[src/rtl/can_bt_pkg.sv]
package can_bt_pkg;
  // Region of the bit that an observed edge falls into
  typedef enum logic [1:0] {
    RGN_SYNC  = 2'd0,
    RGN_TSEG1 = 2'd1,
    RGN_PH2   = 2'd2
  } bt_region_e;
endpackage

[src/rtl/can_bt_cfg.sv]
module can_bt_cfg #(
  parameter int SEG_W = 4,
  parameter int POS_W = SEG_W + 2
) (
  input  logic [SEG_W-1:0] prop_len,
  input  logic [SEG_W-1:0] ph1_len,
  input  logic [SEG_W-1:0] ph2_len,
  input  logic [SEG_W-1:0] sjw_len,
  output logic [POS_W-1:0] tseg1_last,
  output logic [POS_W-1:0] bit_last,
  output logic             cfg_bad
);
  localparam int PAD = POS_W - SEG_W;

  logic [POS_W-1:0] prop_x, ph1_x, ph2_x;

  always_comb begin
    prop_x     = {{PAD{1'b0}}, prop_len};
    ph1_x      = {{PAD{1'b0}}, ph1_len};
    ph2_x      = {{PAD{1'b0}}, ph2_len};
    tseg1_last = prop_x + ph1_x;
    bit_last   = tseg1_last + ph2_x;
    cfg_bad    = (ph2_len < SEG_W'(2)) || (sjw_len == '0) ||
                 (sjw_len > ph2_len) || (tseg1_last == '0);
  end
endmodule

[src/rtl/can_bt_edge.sv]
module can_bt_edge (
  input  logic clk,
  input  logic rst_n,
  input  logic tq_en,
  input  logic rx_lvl,
  output logic fall_hit
);
  logic prev_q, prev_d;

  always_comb begin
    prev_d   = tq_en ? rx_lvl : prev_q;
    fall_hit = tq_en & prev_q & ~rx_lvl;
  end

  always_ff @(posedge clk or negedge rst_n) begin
    if (!rst_n) prev_q <= 1'b1;
    else        prev_q <= prev_d;
  end
endmodule

[src/rtl/can_bt_phase.sv]
module can_bt_phase
  import can_bt_pkg::*;
#(
  parameter int SEG_W = 4,
  parameter int POS_W = SEG_W + 2
) (
  input  logic [POS_W-1:0] pos,
  input  logic [POS_W-1:0] tseg1_last,
  input  logic [POS_W-1:0] bit_last,
  input  logic [SEG_W-1:0] sjw_len,
  input  logic             fall_hit,
  input  logic             bus_idle,
  input  logic             rx_lvl,
  input  logic             rs_used,
  input  logic             sdom,
  output logic [POS_W-1:0] pos_nxt,
  output logic             rs_used_nxt,
  output logic             sdom_nxt,
  output logic             smp_hit,
  output logic             end_hit
);
  localparam int PAD = POS_W - SEG_W;

  logic [POS_W-1:0] n_idx, sjw_x, late_k, early_err, early_k, early_tgt;
  logic             is_last, is_smp, sdom_now, try_rs;
  bt_region_e       rgn;

  always_comb begin
    is_last   = (pos >= bit_last);
    is_smp    = (pos == tseg1_last);
    n_idx     = is_last ? '0 : pos + POS_W'(1);
    sjw_x     = {{PAD{1'b0}}, sjw_len};
    sdom_now  = sdom | (is_smp & ~rx_lvl);
    try_rs    = fall_hit & ~bus_idle & ~rs_used;
    if (n_idx == '0)               rgn = RGN_SYNC;
    else if (n_idx <= tseg1_last)  rgn = RGN_TSEG1;
    else                           rgn = RGN_PH2;
    late_k    = (sjw_x < n_idx) ? sjw_x : n_idx;
    early_err = bit_last + POS_W'(1) - n_idx;
    early_k   = (sjw_x < early_err) ? sjw_x : early_err;
    early_tgt = n_idx + early_k;
  end

  always_comb begin
    pos_nxt     = is_last ? '0 : pos + POS_W'(1);
    rs_used_nxt = is_last ? 1'b0 : rs_used;
    sdom_nxt    = is_last ? 1'b0 : sdom_now;
    smp_hit     = is_smp;
    end_hit     = is_last;
    if (fall_hit && bus_idle) begin
      pos_nxt     = '0;
      rs_used_nxt = 1'b0;
      sdom_nxt    = 1'b0;
      smp_hit     = 1'b0;
      end_hit     = 1'b0;
    end else if (try_rs && rgn == RGN_TSEG1) begin
      pos_nxt     = n_idx - late_k;
      rs_used_nxt = 1'b1;
    end else if (try_rs && rgn == RGN_PH2 && !sdom_now) begin
      if (early_tgt > bit_last) begin
        pos_nxt     = '0;
        rs_used_nxt = 1'b0;
        sdom_nxt    = 1'b0;
        end_hit     = 1'b1;
      end else begin
        pos_nxt     = early_tgt;
        rs_used_nxt = 1'b1;
      end
    end
  end
endmodule

[src/rtl/can_bit_timing.sv]
module can_bit_timing #(
  parameter int SEG_W = 4
) (
  input  logic             clk,
  input  logic             rst_n,
  input  logic             tq_en,
  input  logic             rx_lvl,
  input  logic             bus_idle,
  input  logic [SEG_W-1:0] prop_len,
  input  logic [SEG_W-1:0] ph1_len,
  input  logic [SEG_W-1:0] ph2_len,
  input  logic [SEG_W-1:0] sjw_len,
  output logic             sample_stb,
  output logic             bit_end_stb,
  output logic             rx_bit,
  output logic             cfg_err
);
  localparam int POS_W = SEG_W + 2;

  logic [POS_W-1:0] tseg1_last, bit_last;
  logic             cfg_bad, fall_hit;
  logic [POS_W-1:0] pos_q, pos_d, ph_pos;
  logic             rs_q, rs_d, ph_rs;
  logic             sd_q, sd_d, ph_sd;
  logic             ph_smp, ph_end;
  logic             smp_d, end_d, bit_d;

  can_bt_cfg #(.SEG_W(SEG_W), .POS_W(POS_W)) u_cfg (
    .prop_len   (prop_len),
    .ph1_len    (ph1_len),
    .ph2_len    (ph2_len),
    .sjw_len    (sjw_len),
    .tseg1_last (tseg1_last),
    .bit_last   (bit_last),
    .cfg_bad    (cfg_bad)
  );

  can_bt_edge u_edge (
    .clk      (clk),
    .rst_n    (rst_n),
    .tq_en    (tq_en),
    .rx_lvl   (rx_lvl),
    .fall_hit (fall_hit)
  );

  can_bt_phase #(.SEG_W(SEG_W), .POS_W(POS_W)) u_phase (
    .pos         (pos_q),
    .tseg1_last  (tseg1_last),
    .bit_last    (bit_last),
    .sjw_len     (sjw_len),
    .fall_hit    (fall_hit),
    .bus_idle    (bus_idle),
    .rx_lvl      (rx_lvl),
    .rs_used     (rs_q),
    .sdom        (sd_q),
    .pos_nxt     (ph_pos),
    .rs_used_nxt (ph_rs),
    .sdom_nxt    (ph_sd),
    .smp_hit     (ph_smp),
    .end_hit     (ph_end)
  );

  // Next-state selection: configuration gate, then quantum enable
  always_comb begin
    pos_d = pos_q;
    rs_d  = rs_q;
    sd_d  = sd_q;
    smp_d = 1'b0;
    end_d = 1'b0;
    bit_d = rx_bit;
    if (cfg_bad) begin
      pos_d = '0;
      rs_d  = 1'b0;
      sd_d  = 1'b0;
    end else if (tq_en) begin
      pos_d = ph_pos;
      rs_d  = ph_rs;
      sd_d  = ph_sd;
      smp_d = ph_smp;
      end_d = ph_end;
      if (ph_smp) bit_d = rx_lvl;
    end
  end

  always_ff @(posedge clk or negedge rst_n) begin
    if (!rst_n) begin
      pos_q       <= '0;
      rs_q        <= 1'b0;
      sd_q        <= 1'b0;
      sample_stb  <= 1'b0;
      bit_end_stb <= 1'b0;
      rx_bit      <= 1'b1;
      cfg_err     <= 1'b0;
    end else begin
      pos_q       <= pos_d;
      rs_q        <= rs_d;
      sd_q        <= sd_d;
      sample_stb  <= smp_d;
      bit_end_stb <= end_d;
      rx_bit      <= bit_d;
      cfg_err     <= cfg_bad;
    end
  end
endmodule

[config.mk]
export PLATFORM = sky130hd
export DESIGN_NAME = can_bit_timing
export DESIGN_NICKNAME = d
export VERILOG_FILES = /design/src/rtl/can_bt_pkg.sv /design/src/rtl/can_bt_cfg.sv /design/src/rtl/can_bt_edge.sv /design/src/rtl/can_bt_phase.sv /design/src/rtl/can_bit_timing.sv
export SDC_FILE = /design/constraint.sdc
export NUM_CORES = 1
export LEC_CHECK = 0
export BUFFER_PORTS_ARGS = -buffer_cell sky130_fd_sc_hd__buf_2
export CORE_ASPECT_RATIO = 1.1
export CORE_MARGIN = 2
export CORE_UTILIZATION = 56
export DETAILED_ROUTE_END_ITERATION = 12
export PLACE_DENSITY = 0.76
export SLEW_MARGIN = 40
export SYNTH_ARGS = -nofsm -noshare
export SYNTH_HDL_FRONTEND = slang
export SYNTH_SLANG_ARGS = --single-unit
[constraint.sdc]
create_clock -name clk -period 9.1 [get_ports clk]
set_clock_uncertainty 0.1 [all_clocks]
set_input_delay 0.455 -clock clk [delete_from_list [all_inputs] [get_ports clk]]
set_output_delay 0.455 -clock clk [all_outputs]
set_load 0.005 [all_outputs]
==> key figures <==
Synthesis
  – Register area share after synthesis: 11.9%
  – Ys async rst share: between 90% and 100%
  – Syn_nets: 408
  – Yosys synthesis warning count: 0
  – #FFs+latches synth: 13
  – Post-synth top area share: 21.3%
  – Syn Inst Count: 336
  – Top post-synthesis cells by area: ha_1 21%, dfrtp_1 10%, inv_1 4.1%, xnor2_1 3.8%, nand2_1 3.5%
  – Syn_area_per_cell: 8.22 µm²
  – Synth unique cells: 75
  – EDFF count, synth: 0
  – Syn Std Cell Area: 2760 µm²
  – Post-synth top area cell: ha_1
  – Synth Flop Type: dfrtp_1

STA
  – # setup viols final: 0
  – Fin Setup TNS: 0 ns
  – Hold Violations, Final: 0
  – RSZ-0062 raised after global routing: no
  – Final worst slack: ~0.36 ns
  – Worst Tran Pin Value: 0.662 ns
  – Final Cycle Share: 96.1%
  – Slew HR: 55.9%
  – Peak Freq: around 110 MHz
  – Fin crit period: 8.74 ns
  – Final Max Slew Viols: 0

Global route
  – Met3 global-route usage: 1.04%
  – Initial antenna violation count: 0
  – GRT Util Overall: 26.9%
  – Met1 GRT Util: around a third
  – Gr ovfl total: 0
  – M2 GR Usage: 48.4%
  – Vias in the first global route: 2569
  – First-pass GRT wire length: 12200 µm
  – Pin count of the biggest net entering global routing: 14
  – Gr busiest metal: met2

Power and ir drop
  – Clock power share: under 10%
  – Sw frac: approximately 53%
  – Combinational power share: between 80% and 90%
  – Int Pwr: around 0.45 mW
  – LEAKAGE: 1.44 nW
  – Register share of total power: 9.1%
  – Power Total: 0.949 mW
  – P_sw: 0.499 mW
  – Power Density: 312 nW/µm²
  – Peak VDD IR: 0.208 mV

Place
  – DP Worst Slack: 0.0217 ns
  – Placed cells: 413
  – RePlAce Congestion: ~0.98
  – Placed Instance Area: 2950 µm²
  – Post-DP HPWL: 6080 µm
  – IO buf count: 24

Floorplanning
  – Io pins: 25
  – Initial core utilization: 58.9%
  – Core area: 4680 µm²
  – Die width: 71.0 µm
  – Row count: 26
  – Die area: roughly 5500 µm²
  – Die Y: 77.7 µm

Setup path
  – Startpoint types: primary input
  – Slowest cell delay on critical path: 0.51 ns
  – Cell mode on critical path: inv_1
  – Slowest-stage cell, CP: fa_1
  – Critical Path AT: 8.73 ns
  – Worst Path Required: 9.08 ns
  – Max Fanout on Critical Path: 8
  – Worst flop-to-flop path startpoint: pos_q[0]
  – CP Capture Type: flip-flop
  – RR Endpoint: rs_q
  – Setup CP Type: primary input to flip-flop
  – Depth of the most critical reg-to-reg path: 35
  – Worst reg2reg setup slack: 1.56 ns

Detailed routing
  – Antenna Violating Nets Remaining: 0
  – Total vias in the final route: 2675
  – Vias per std cell: 6.37
  – DRC: 0
  – WL final: 7370 µm
  – DR iter-0 viols: 252
  – TritonRoute pass-1 iters: 5
  – Wire per inst: around 18 µm

Clock tree
  – CTS Sinks: 13
  – CTS clock-pin slew for the worst setup and hold paths: 0.05 ns
  – Clock Latency Late Sink: 0.24 ns
  – TritonCTS Buffers: 3
  – Max clock buf depth: 2
  – H-tree levels: 1
  – CTS tree: done
  – Clock root buffer master: clkbuf_8

Layout
  – Nets: 437
  – Fin area: 3040 µm²
  – Layout fillers: 406
  – Area growth syn-to-layout: 10.1%
  – N_diodes: 0
  – Fraction of layout cells with a size suffix above 1: roughly 17%
  – Non-filler cells in the finished layout: 420

Run
  – Max-cap violation count: 0

Hold path
  – Worst hold endpoint: sd_q
  – Hold Crit Depth: 2
  – Min-delay src: rx_lvl
  – Worst min path class: primary input to flip-flop

Run status
  – Status: completed
kinds of logic after synthesis:
group | count (synthesis) | share of synthesized area, %
xor gates and xnor gates | 25 | 9.15
muxes | 5 | 1.95
DFF | 13 | 11.9
and+or+nand+nor | 101 | 19.5
other | 1 | 0.136
AOI/OAI and AO/OA | 98 | 26.7
adders and majority gates | 53 | 24.9
buffers and inverters | 40 | 5.80
stage by stage:
step,hold WS [ns],util (%)
final,0.362,64.9
after global routing,0.396,64.9
after CTS,0.373,64.2
after detailed placement,0.248,63.0
after global placement,0.245,63.0
after floorplan,0.0594,-
registers in the layout, indices dropped and copies added (netlist names):
register	count
u_edge.prev_q	1
pos_q	6
sd_q	1
rs_q	1
bit_end_stb	1
rx_bit	1
cfg_err	1
sample_stb	1
layer usage:
metal,share of wire [%],vias to the layer above
met5,0,-
li1,-,1301
met4,1.7,0
met2,50,113
met1,43,1248
met3,5.4,13
cell usage after synthesis, types with 3 or more instances:
cell and number:
a31oi_1 4, buf_2 6, nor4_1 3, and2_1 4
and4_1 3, nor2b_1 7, a211oi_1 3, nor2_1 15
a31o_2 3, nand3_1 4, or3_1 6, dfrtp_1 11
o21ai_0 16, o211ai_1 3, fa_1 4, nand2_1 26
xor2_1 11, nand2b_1 7, a22oi_1 3, o21a_1 3
ha_1 47, inv_1 30, a21oi_1 18, a21o_1 7
xnor2_1 12, o31ai_1 3, nor3_1 9, or2_2 4
how the worst max path moves through the flow:
| stage | from | end | cells past startpoint |
|---|---|---|---|
| after detailed placement | prop_len[0] | rs_q | 40 |
| after global routing | prop_len[0] | rs_q | 41 |
| after floorplan | prop_len[0] | rs_q | 39 |
| final | prop_len[0] | rs_q | 40 |
| after global placement | prop_len[0] | rs_q | 40 |
| after CTS | prop_len[0] | rs_q | 41 |
repair_timing:
item,4_1_cts,5_1_grt
endpoints found under the setup margin,0,6
hold endpoints to repair,11,0
buffers inserted,0,2
resized for setup,0,1
hold buffers,1,0
layout by cell type (no fill, tap or decap), types with 3 or more instances in the layout:
cell / n
or2_2: 4
a21oi_1: 18
a21o_1: 7
dfrtp_1: 11
and2_1: 4
or3_1: 6
a31o_2: 3
ha_1: 47
a211oi_1: 3
xnor2_1: 12
o21a_1: 3
nor4_1: 3
nor3_1: 9
nor2b_1: 7
o21ai_0: 16
o211ai_1: 3
nor2_1: 15
clkbuf_8: 3
o31ai_1: 3
nand3_1: 4
a31oi_1: 4
inv_1: 30
xor2_1: 11
and4_1: 3
nand2b_1: 7
buf_2: 24
buf_4: 6
nand2_1: 26
fa_1: 4
a22oi_1: 3
critical path: cells and delay by family:
family	cells	cell delay (ns)
simple gates	3	0.85
compound gates	13	1.99
xor+xnor	5	0.96
buf+inv	8	0.73
fa+ha+maj	10	3.49
mux	1	0.25
power by group through the flow:
stage          Sequential, mW  Combinational [mW]  Clock [mW]
2_1_floorplan          0.0747               0.617           0
3_3_place_gp           0.0863               0.759           0
3_5_place_dp           0.0864               0.778           0
4_1_cts                0.0855               0.787      0.0497
5_1_grt                0.0871               0.897      0.0521
6_report               0.0865               0.812      0.0497
final cells by class:
type,count,area (µm²),area share (%)
well taps,56,70.1,2.30
flip-flops and latches,13,328,10.8
repair buffers,32,195,6.42
multi-input cells,283,2280,75.0
inverters,32,123,4.03
clock buffers,4,45.0,1.48
Note: power is estimated with default switching activity, not from simulation.
